<file path="config.mk">
export PLATFORM = sky130hd
export DESIGN_NAME = card_pwr_seq
export DESIGN_NICKNAME = d
export VERILOG_FILES = /design/src/rtl/cps_pkg.sv /design/src/rtl/cps_seq_fsm.sv /design/src/rtl/cps_pin_mux.sv /design/src/rtl/cps_dir_ctrl.sv /design/src/rtl/card_pwr_seq.sv
export SDC_FILE = /design/constraint.sdc
export NUM_CORES = 1
export LEC_CHECK = 0
export BUFFER_PORTS_ARGS = -buffer_cell sky130_fd_sc_hd__buf_4
export CORE_MARGIN = 5
export CORE_UTILIZATION = 33
export DETAILED_ROUTE_END_ITERATION = 8
export PLACE_DENSITY = 0.78
export SYNTH_ARGS = -nofsm -noshare
export SYNTH_HDL_FRONTEND = slang
export SYNTH_SLANG_ARGS = --single-unit
</file>
<file path="constraint.sdc">
create_clock -name clk -period 1.9 [get_ports clk]
set_clock_uncertainty 0.15 [all_clocks]
set_input_delay 0.38 -clock clk [delete_from_list [all_inputs] [get_ports clk]]
set_output_delay 0.38 -clock clk [all_outputs]
set_load 0.1 [all_outputs]
</file>
<file path="src/rtl/cps_pkg.sv">
// Shared types for the card power sequencer.
package cps_pkg;
    // Two-bit power state code; the values are decoded by software.
    typedef enum logic [1:0] {
        PS_OFF = 2'b00,
        PS_RSV = 2'b01,
        PS_CYC = 2'b10,
        PS_ON  = 2'b11
    } pwr_st_e;

    // Configuration bits loaded by an accepted write.
    typedef struct packed {
        logic dir_en;
        logic dir_pol;
        logic fbclk_en;
    } pwr_cfg_t;
endpackage

</file>
<file path="src/rtl/cps_seq_fsm.sv">
// Power state register and transition filter.
// Accepts only legal state moves; rejected writes change nothing but set a
// sticky error flag. Assumes cfg_wr is a one-cycle strobe.
module cps_seq_fsm
    import cps_pkg::*;
(
    input  logic     clk,
    input  logic     rst_n,
    input  logic     wr,
    input  logic [1:0] req_st,
    input  pwr_cfg_t req_cfg,
    output pwr_st_e  st,
    output pwr_cfg_t cfg,
    output logic     err
);
    pwr_st_e req_e;
    logic    legal;

    assign req_e = pwr_st_e'(req_st);

    // Decide whether the requested state is reachable from the current one.
    always_comb begin
        unique case (st)
            PS_OFF:  legal = (req_e == PS_OFF) || (req_e == PS_CYC) || (req_e == PS_ON);
            PS_CYC:  legal = (req_e == PS_CYC) || (req_e == PS_OFF);
            PS_ON:   legal = (req_e == PS_ON);
            default: legal = 1'b0;
        endcase
    end

    // State, configuration and error registers.
    always_ff @(posedge clk) begin
        if (!rst_n) begin
            st  <= PS_OFF;
            cfg <= '0;
            err <= 1'b0;
        end else if (wr) begin
            if (legal) begin
                st  <= req_e;
                cfg <= req_cfg;
            end else begin
                err <= 1'b1;
            end
        end
    end

    // power-cycle is never followed directly by power-on.
    a_r7_cyc_never_on: assert property (@(posedge clk) disable iff (!rst_n)
        (st == PS_CYC) |=> (st != PS_ON));

    // power-on is only ever entered from power-off.
    a_r6_on_from_off: assert property (@(posedge clk) disable iff (!rst_n)
        (st != PS_ON) ##1 (st == PS_ON) |-> ($past(st) == PS_OFF));

    // once on, stay on until reset.
    a_r8_on_held: assert property (@(posedge clk) disable iff (!rst_n)
        (st == PS_ON) |=> (st == PS_ON));

    // the error flag is sticky.
    a_r8_err_sticky: assert property (@(posedge clk) disable iff (!rst_n)
        err |=> err);

    // the reserved code is never held.
    a_r2_no_reserved: assert property (@(posedge clk) disable iff (!rst_n)
        st != PS_RSV);
endmodule

</file>
<file path="src/rtl/cps_pin_mux.sv">
// Card pin multiplexer: forces idle levels in power-cycle (low) and
// power-off (high), and passes the command/data path through in power-on.
// Assumes the state input comes from cps_seq_fsm.
module cps_pin_mux
    import cps_pkg::*;
#(
    parameter int DATA_W = 8
) (
    input  logic              clk,
    input  logic              rst_n,
    input  pwr_st_e           st,
    input  logic              p_clk,
    input  logic              p_cmd_o,
    input  logic              p_cmd_oe,
    input  logic [DATA_W-1:0] p_dat_o,
    input  logic [DATA_W-1:0] p_dat_oe,
    output logic              c_clk,
    output logic              c_cmd_o,
    output logic              c_cmd_oe,
    output logic [DATA_W-1:0] c_dat_o,
    output logic [DATA_W-1:0] c_dat_oe
);
    logic live;
    logic idle_lvl;

    assign live     = (st == PS_ON);
    assign idle_lvl = (st == PS_OFF);

    // Clock and command line selection.
    always_comb begin
        c_clk    = live ? p_clk    : idle_lvl;
        c_cmd_o  = live ? p_cmd_o  : idle_lvl;
        c_cmd_oe = live ? p_cmd_oe : 1'b1;
    end

    // One selector per data lane.
    for (genvar i = 0; i < DATA_W; i++) begin : g_lane
        always_comb begin
            c_dat_o[i]  = live ? p_dat_o[i]  : idle_lvl;
            c_dat_oe[i] = live ? p_dat_oe[i] : 1'b1;
        end
    end

    // power-cycle drives every line low.
    a_r3_cyc_low: assert property (@(posedge clk) disable iff (!rst_n)
        (st == PS_CYC) |-> (!c_clk && !c_cmd_o && (c_dat_o == '0) && c_cmd_oe && (&c_dat_oe)));

    // power-on hands the pins to the path.
    a_r5_on_pass: assert property (@(posedge clk) disable iff (!rst_n)
        (st == PS_ON) |-> (c_clk == p_clk && c_dat_o == p_dat_o && c_dat_oe == p_dat_oe));
endmodule

</file>
<file path="src/rtl/cps_dir_ctrl.sv">
// Transceiver direction outputs for three line groups: command, data 0,
// data 1..3. Each is 1 when the group's drive level equals the polarity bit,
// and all are 0 while disabled. Assumes at least four data lanes.
module cps_dir_ctrl #(
    parameter int NGRP = 3
) (
    input  logic            clk,
    input  logic            rst_n,
    input  logic            dir_en,
    input  logic            dir_pol,
    input  logic            cmd_oe,
    input  logic [3:0]      dat_oe,
    output logic [NGRP-1:0] dir
);
    logic [NGRP-1:0] drv;

    // Collapse the pin enables into one drive level per group.
    always_comb begin
        drv    = '0;
        drv[0] = cmd_oe;
        drv[1] = dat_oe[0];
        drv[2] = |dat_oe[3:1];
    end

    // One polarity stage per group.
    for (genvar g = 0; g < NGRP; g++) begin : g_grp
        always_comb dir[g] = dir_en & ~(drv[g] ^ dir_pol);
    end

    // disabled direction outputs stay low.
    a_r10_dir_idle: assert property (@(posedge clk) disable iff (!rst_n)
        !dir_en |-> (dir == '0));
endmodule

</file>
<file path="src/rtl/card_pwr_seq.sv">
// Top of the card power sequencer: state filter, pin multiplexer and
// transceiver direction control. Reset is synchronous active low; the
// reset state is power-off with direction outputs inactive.
module card_pwr_seq
    import cps_pkg::*;
#(
    parameter int DATA_W = 8
) (
    input  logic              clk,
    input  logic              rst_n,
    input  logic              cfg_wr,
    input  logic [1:0]        cfg_state,
    input  logic              cfg_dir_en,
    input  logic              cfg_dir_pol,
    input  logic              cfg_fbclk_en,
    input  logic              path_clk,
    input  logic              path_cmd_o,
    input  logic              path_cmd_oe,
    input  logic [DATA_W-1:0] path_dat_o,
    input  logic [DATA_W-1:0] path_dat_oe,
    output logic              card_clk,
    output logic              card_cmd_o,
    output logic              card_cmd_oe,
    output logic [DATA_W-1:0] card_dat_o,
    output logic [DATA_W-1:0] card_dat_oe,
    output logic              dir_cmd,
    output logic              dir_dat0,
    output logic              dir_dat123,
    output logic              fbclk_en,
    output logic              clk_run,
    output logic [1:0]        pwr_state,
    output logic              seq_err
);
    localparam int NGRP = 3;

    pwr_st_e         st;
    pwr_cfg_t        cfg;
    pwr_cfg_t        req_cfg;
    logic [NGRP-1:0] dir_v;

    assign req_cfg = '{dir_en: cfg_dir_en, dir_pol: cfg_dir_pol, fbclk_en: cfg_fbclk_en};

    cps_seq_fsm u_fsm (
        .clk     (clk),
        .rst_n   (rst_n),
        .wr      (cfg_wr),
        .req_st  (cfg_state),
        .req_cfg (req_cfg),
        .st      (st),
        .cfg     (cfg),
        .err     (seq_err)
    );

    cps_pin_mux #(.DATA_W(DATA_W)) u_mux (
        .clk      (clk),
        .rst_n    (rst_n),
        .st       (st),
        .p_clk    (path_clk),
        .p_cmd_o  (path_cmd_o),
        .p_cmd_oe (path_cmd_oe),
        .p_dat_o  (path_dat_o),
        .p_dat_oe (path_dat_oe),
        .c_clk    (card_clk),
        .c_cmd_o  (card_cmd_o),
        .c_cmd_oe (card_cmd_oe),
        .c_dat_o  (card_dat_o),
        .c_dat_oe (card_dat_oe)
    );

    cps_dir_ctrl #(.NGRP(NGRP)) u_dir (
        .clk     (clk),
        .rst_n   (rst_n),
        .dir_en  (cfg.dir_en),
        .dir_pol (cfg.dir_pol),
        .cmd_oe  (card_cmd_oe),
        .dat_oe  (card_dat_oe[3:0]),
        .dir     (dir_v)
    );

    // Status and control outputs.
    always_comb begin
        dir_cmd    = dir_v[0];
        dir_dat0   = dir_v[1];
        dir_dat123 = dir_v[2];
        fbclk_en   = cfg.fbclk_en;
        clk_run    = (st == PS_ON);
        pwr_state  = st;
    end

    // power-off drives every line high.
    a_r4_off_high: assert property (@(posedge clk) disable iff (!rst_n)
        (pwr_state == 2'b00) |-> (card_clk && card_cmd_o && (&card_dat_o) && (&card_dat_oe) && !clk_run));

    // the cycle after reset release starts in power-off with no error.
    a_r1_reset_state: assert property (@(posedge clk)
        !rst_n |=> (pwr_state == 2'b00 && !seq_err && !dir_cmd && !dir_dat0 && !dir_dat123));
endmodule

</file>
# Word-level counts from Yosys, hierarchy flattened
# Cells that the tools add are included.
# word_totals
reg_bits	6
input_bits	27
# classes
n_eq_ne	4
mux	20
bitwise	10
reduce_logical	7
# op_table
cell	count
$mux 1	19
$eq 2x2->1 const B	4
$logic_not 2->1	2
$not 1->1	4
$reduce_and 2->1	2
$and 1x1->1	3
$pmux 1 s3	1
$reduce_or 3->1	1
$xor 1x1->1	3
$logic_or 1x1->1	2

# Depth between registers and ports, before layout
# logic_depth
depth_word	6
mapped_depth	5
ltp_nobuf	4

# Hierarchy
# Synthesis repeated with hierarchy kept, for this count alone.
# unflattened
cells_unflattened	58
area_unflattened_um2	491.7
# modules_own_cells
mod	instances	cells_each	area_each_um2
cps_seq_fsm	1	27	269.0
cps_pin_mux	1	23	163.9
cps_dir_ctrl	1	7	52.6
card_pwr_seq	1	1	6.3

# Worst setup path after synthesis
# OpenSTA, ideal clock, no wires.
# synth_timing
path_kind	flip-flop to output port
start	register u_fsm.st[0]
end	output port dir_cmd
arrival_time_ps	2992
required_ps	1370
setup_slack_ps	-1622
stages_incl_launch_ff	5
n_path_buf	0
path_cell_list	dfxtp_1 > and2_4 > nand2b_1 > xnor2_1 > and2_1
# synth_between
elab_chain_len	5
# synth_rtl
item	line	rtl
from (decl)	cps_seq_fsm.sv:12	output pwr_st_e st,
from (signal assigned)	cps_seq_fsm.sv:39	st <= req_e;
$eq 2x2->1	cps_pin_mux.sv:26	assign live = (st == PS_ON);
$mux 1	cps_pin_mux.sv:33	c_cmd_oe = live ? p_cmd_oe : 1'b1;
net card_cmd_oe	card_pwr_seq.sv:23	output logic card_cmd_oe,
$xor 1x1->1	cps_dir_ctrl.sv:27	always_comb dir[g] = dir_en & ~(drv[g] ^ dir_pol);
$not 1->1	cps_dir_ctrl.sv:27	
$and 1x1->1	cps_dir_ctrl.sv:27	
to (decl)	card_pwr_seq.sv:26	output logic dir_cmd,
# The timed path passes the listed nets, and every way through them passes these cells.

# Worst setup path after layout
# layout_timing
start	register u_fsm.st[0]
end	output port dir_dat123
# layout_between
elab_chain_len	6
elab_cells_between_ends	8
# layout_rtl
item	line	rtl
$eq 2x2->1 *	cps_pin_mux.sv:26	
$mux 1	cps_pin_mux.sv:40	c_dat_oe[i] = live ? p_dat_oe[i] : 1'b1;
$reduce_or 3->1 *	cps_dir_ctrl.sv:22	drv[2] = |dat_oe[3:1];
$xor 1x1->1 *	cps_dir_ctrl.sv:27	
$not 1->1 *	cps_dir_ctrl.sv:27	
$and 1x1->1 *	cps_dir_ctrl.sv:27	
to (decl)	card_pwr_seq.sv:28	output logic dir_dat123,
# Every way passes the cells marked *; elsewhere a longest branch is shown, timed or not.

==> out/qor.txt <==
Final instance area - 1180 um2
Crit path arrival time - 1.48 ns
Overall routing resource usage - 15.4%
DR vias - 654
Worst rel slew slack - 77.1%
Vias/cell - 4.88
RePlAce Congestion - 0.684
Nets - 147
Ys Warns - 0
H-tree depth - 1
Input/output buffers - 53
# fillers - 66
LEAKAGE - 0.572 nW
Critical path type - flop to output pin
Post-Syn Nets - 86
Final setup vio count - 4
Antenna violations before repair - 0
CTS buffer count - 3
Count of different cell masters after synthesis - 18
DIE HEIGHT - 48.5 um
Area Growth Syn to Fin - 140%
DRC - 0
Final hold violations - 0
WL/cell - 16.1 um
Clock buffer depth - 2
Final setup margin - -0.114 ns
Synthesized instance count - 59
Top-area cell type share of the netlist area - 24.6%
Overflow after GRT - 0
Fin crit period - 2.01 ns
Layout cells sized above 1 - 69.7%
Setup TNS - -0.230 ns
Dominant cells by area after synthesis - dfxtp_1 25%, a21o_1 15%, nand2b_1 13%
Setup WS pre-CTS - -0.00163 ns
Startpoint types - flop
Maximum clock rate - 496 MHz
Rows - 13
Number of diodes - 0
Max-Cap Viols - 0
Chip Width - 48.5 um
Root Buffer - clkbuf_4
Failing checks - negative setup slack
Antenna viol nets, final - 0
IO Count - 54
Starting Density - 36.2%
Peak supply drop - 0.497 mV
Register area - 128 um2
Vias in the first global route - 595
Global-route wire length before repair - 2930 um
Clock Latency Late Sink - 0.25 ns
CTS tree - done
Seq/Total Area, Yosys - 24.6%
Pin count of the biggest net entering global routing - 19
Max FO, Critical Path - 3
Post-place instance area - 1010 um2
Synth Cell Area - 489 um2
Placeable Area - 1350 um2
Slew Viols, Final - 0
Iteration-0 DRC Markers - 8
Multi-input logic area - 443 um2
Clock Sinks - 6
Synth area leader - dfxtp_1
Tcrit/Tclk final - 106%
Worst min path class - primary input to flop
Die area - 2350 um2
Reg clk slew, reported paths - 0.05 ns
Mean cell area of the mapped netlist - 8.29 um2
Worst slew pin tran - 0.344 ns
RSZ-0062 raised after global routing - true
Worst Setup End Kind - output pin
FF+latch count, synth - 6
Worst Path Required - 1.37 ns
WL final - 2160 um
Status - finished, violations left
DRT Pass-1 Iters - 4
Pwr Density - 680 nW/um2
==> worst paths after layout <==
check                from            to  slack [ns]  cells after the start
max           u_fsm.st[0]    dir_dat123       -0.11                      5
min          cfg_state[0]   u_fsm.st[0]        0.24                      3
max reg2reg   u_fsm.st[0]  u_fsm.cfg[1]        0.31                      5
min reg2reg  u_fsm.cfg[0]  u_fsm.cfg[0]        0.32                      2
==> per-stage QoR <==
stage	util, %	hold slack (ns)	power [W]	cells
2_1_floorplan	-	0.315	0.000503	59
6_report	87.1	0.236	0.000800	134
5_1_grt	87.1	0.247	0.000825	134
3_5_place_dp	74.6	0.308	0.000617	127
3_3_place_gp	74.6	0.293	0.000612	127
4_1_cts	83.2	0.236	0.000777	133
==> synth_stat cells <==
cell type  count
a21o_1        10
a21oi_1        1
and2_1         3
and2_4         1
and3_1         1
buf_2          1
buf_6          1
clkbuf_1       1
dfxtp_1        6
mux2i_1        5
nand2_1       12
nand2b_1      10
nor2_1         1
nor4b_4        1
o21ai_4        1
o31ai_1        1
xnor2_1        2
xor2_1         1
==> per-layer routing <==
layer / up-vias / GRT usage (%) / wire (um)
li1: 317 / - / -
met1: 288 / 18.3 / 838
met2: 47 / 24.6 / 1030
met3: 2 / 7.65 / 275
met4: 0 / 4.04 / 14
met5: - / 0 / 0
==> logic make-up after synthesis <==
| family | synth area share, % |
|---|---|
| and+or+nand+nor | 34.5 |
| muxes | 10.2 |
| AOI/OAI and AO/OA | 21.2 |
| xor gates and xnor gates | 5.37 |
| buffers and inverters | 4.09 |
| DFF | 24.6 |
==> registers in the layout, summed over array words and instances, names as in the netlist <==
signal	count
u_fsm.cfg	3
u_fsm.st	2
u_fsm.err	1
==> worst max-delay path, cell delays in order, from the launching register on <==
cell and delay (ns):
dfxtp_4 0.34, and2_4 0.15, nor4b_4 0.23, xor2_1 0.18, and2_4 0.17, buf_12 0.16
==> cell type report <==
class | instances | share of cell area (%)
Tap cell | 15 | 1.60
Clock buffer | 4 | 2.23
Timing Repair Buffer | 59 | 47.7
Multi-Input combinational cell | 50 | 37.7
Sequential cell | 6 | 10.9
==> power breakdown <==
group | switching [W] | internal [W]
logic | 0.000348 | 0.000178
clock network | 0.0000522 | 0.0000799
registers | 0.00000715 | 0.000135
==> placed cells by master, fill, tap and decap left out, types with 2 or more instances in the layout <==
cell type  count
buf_12         4
dfxtp_4        2
mux2i_1        5
nand2b_1       8
nand2_1       12
buf_4         39
nand2b_4       2
dfxtp_1        4
clkbuf_4       3
buf_8          2
a21o_4         9
xnor2_1        2
buf_6         14
and2_4         4
==> what timing repair did <==
action                     CTS  global route
pin swaps                    1             0
buffers inserted             2             0
hold buffers                 0             0
gates resized for setup     19            14
cloned                       0             1
hold endpoints to repair     0             0
setup endpoints to repair   13            19
Note: power is estimated with default switching activity, not from simulation.
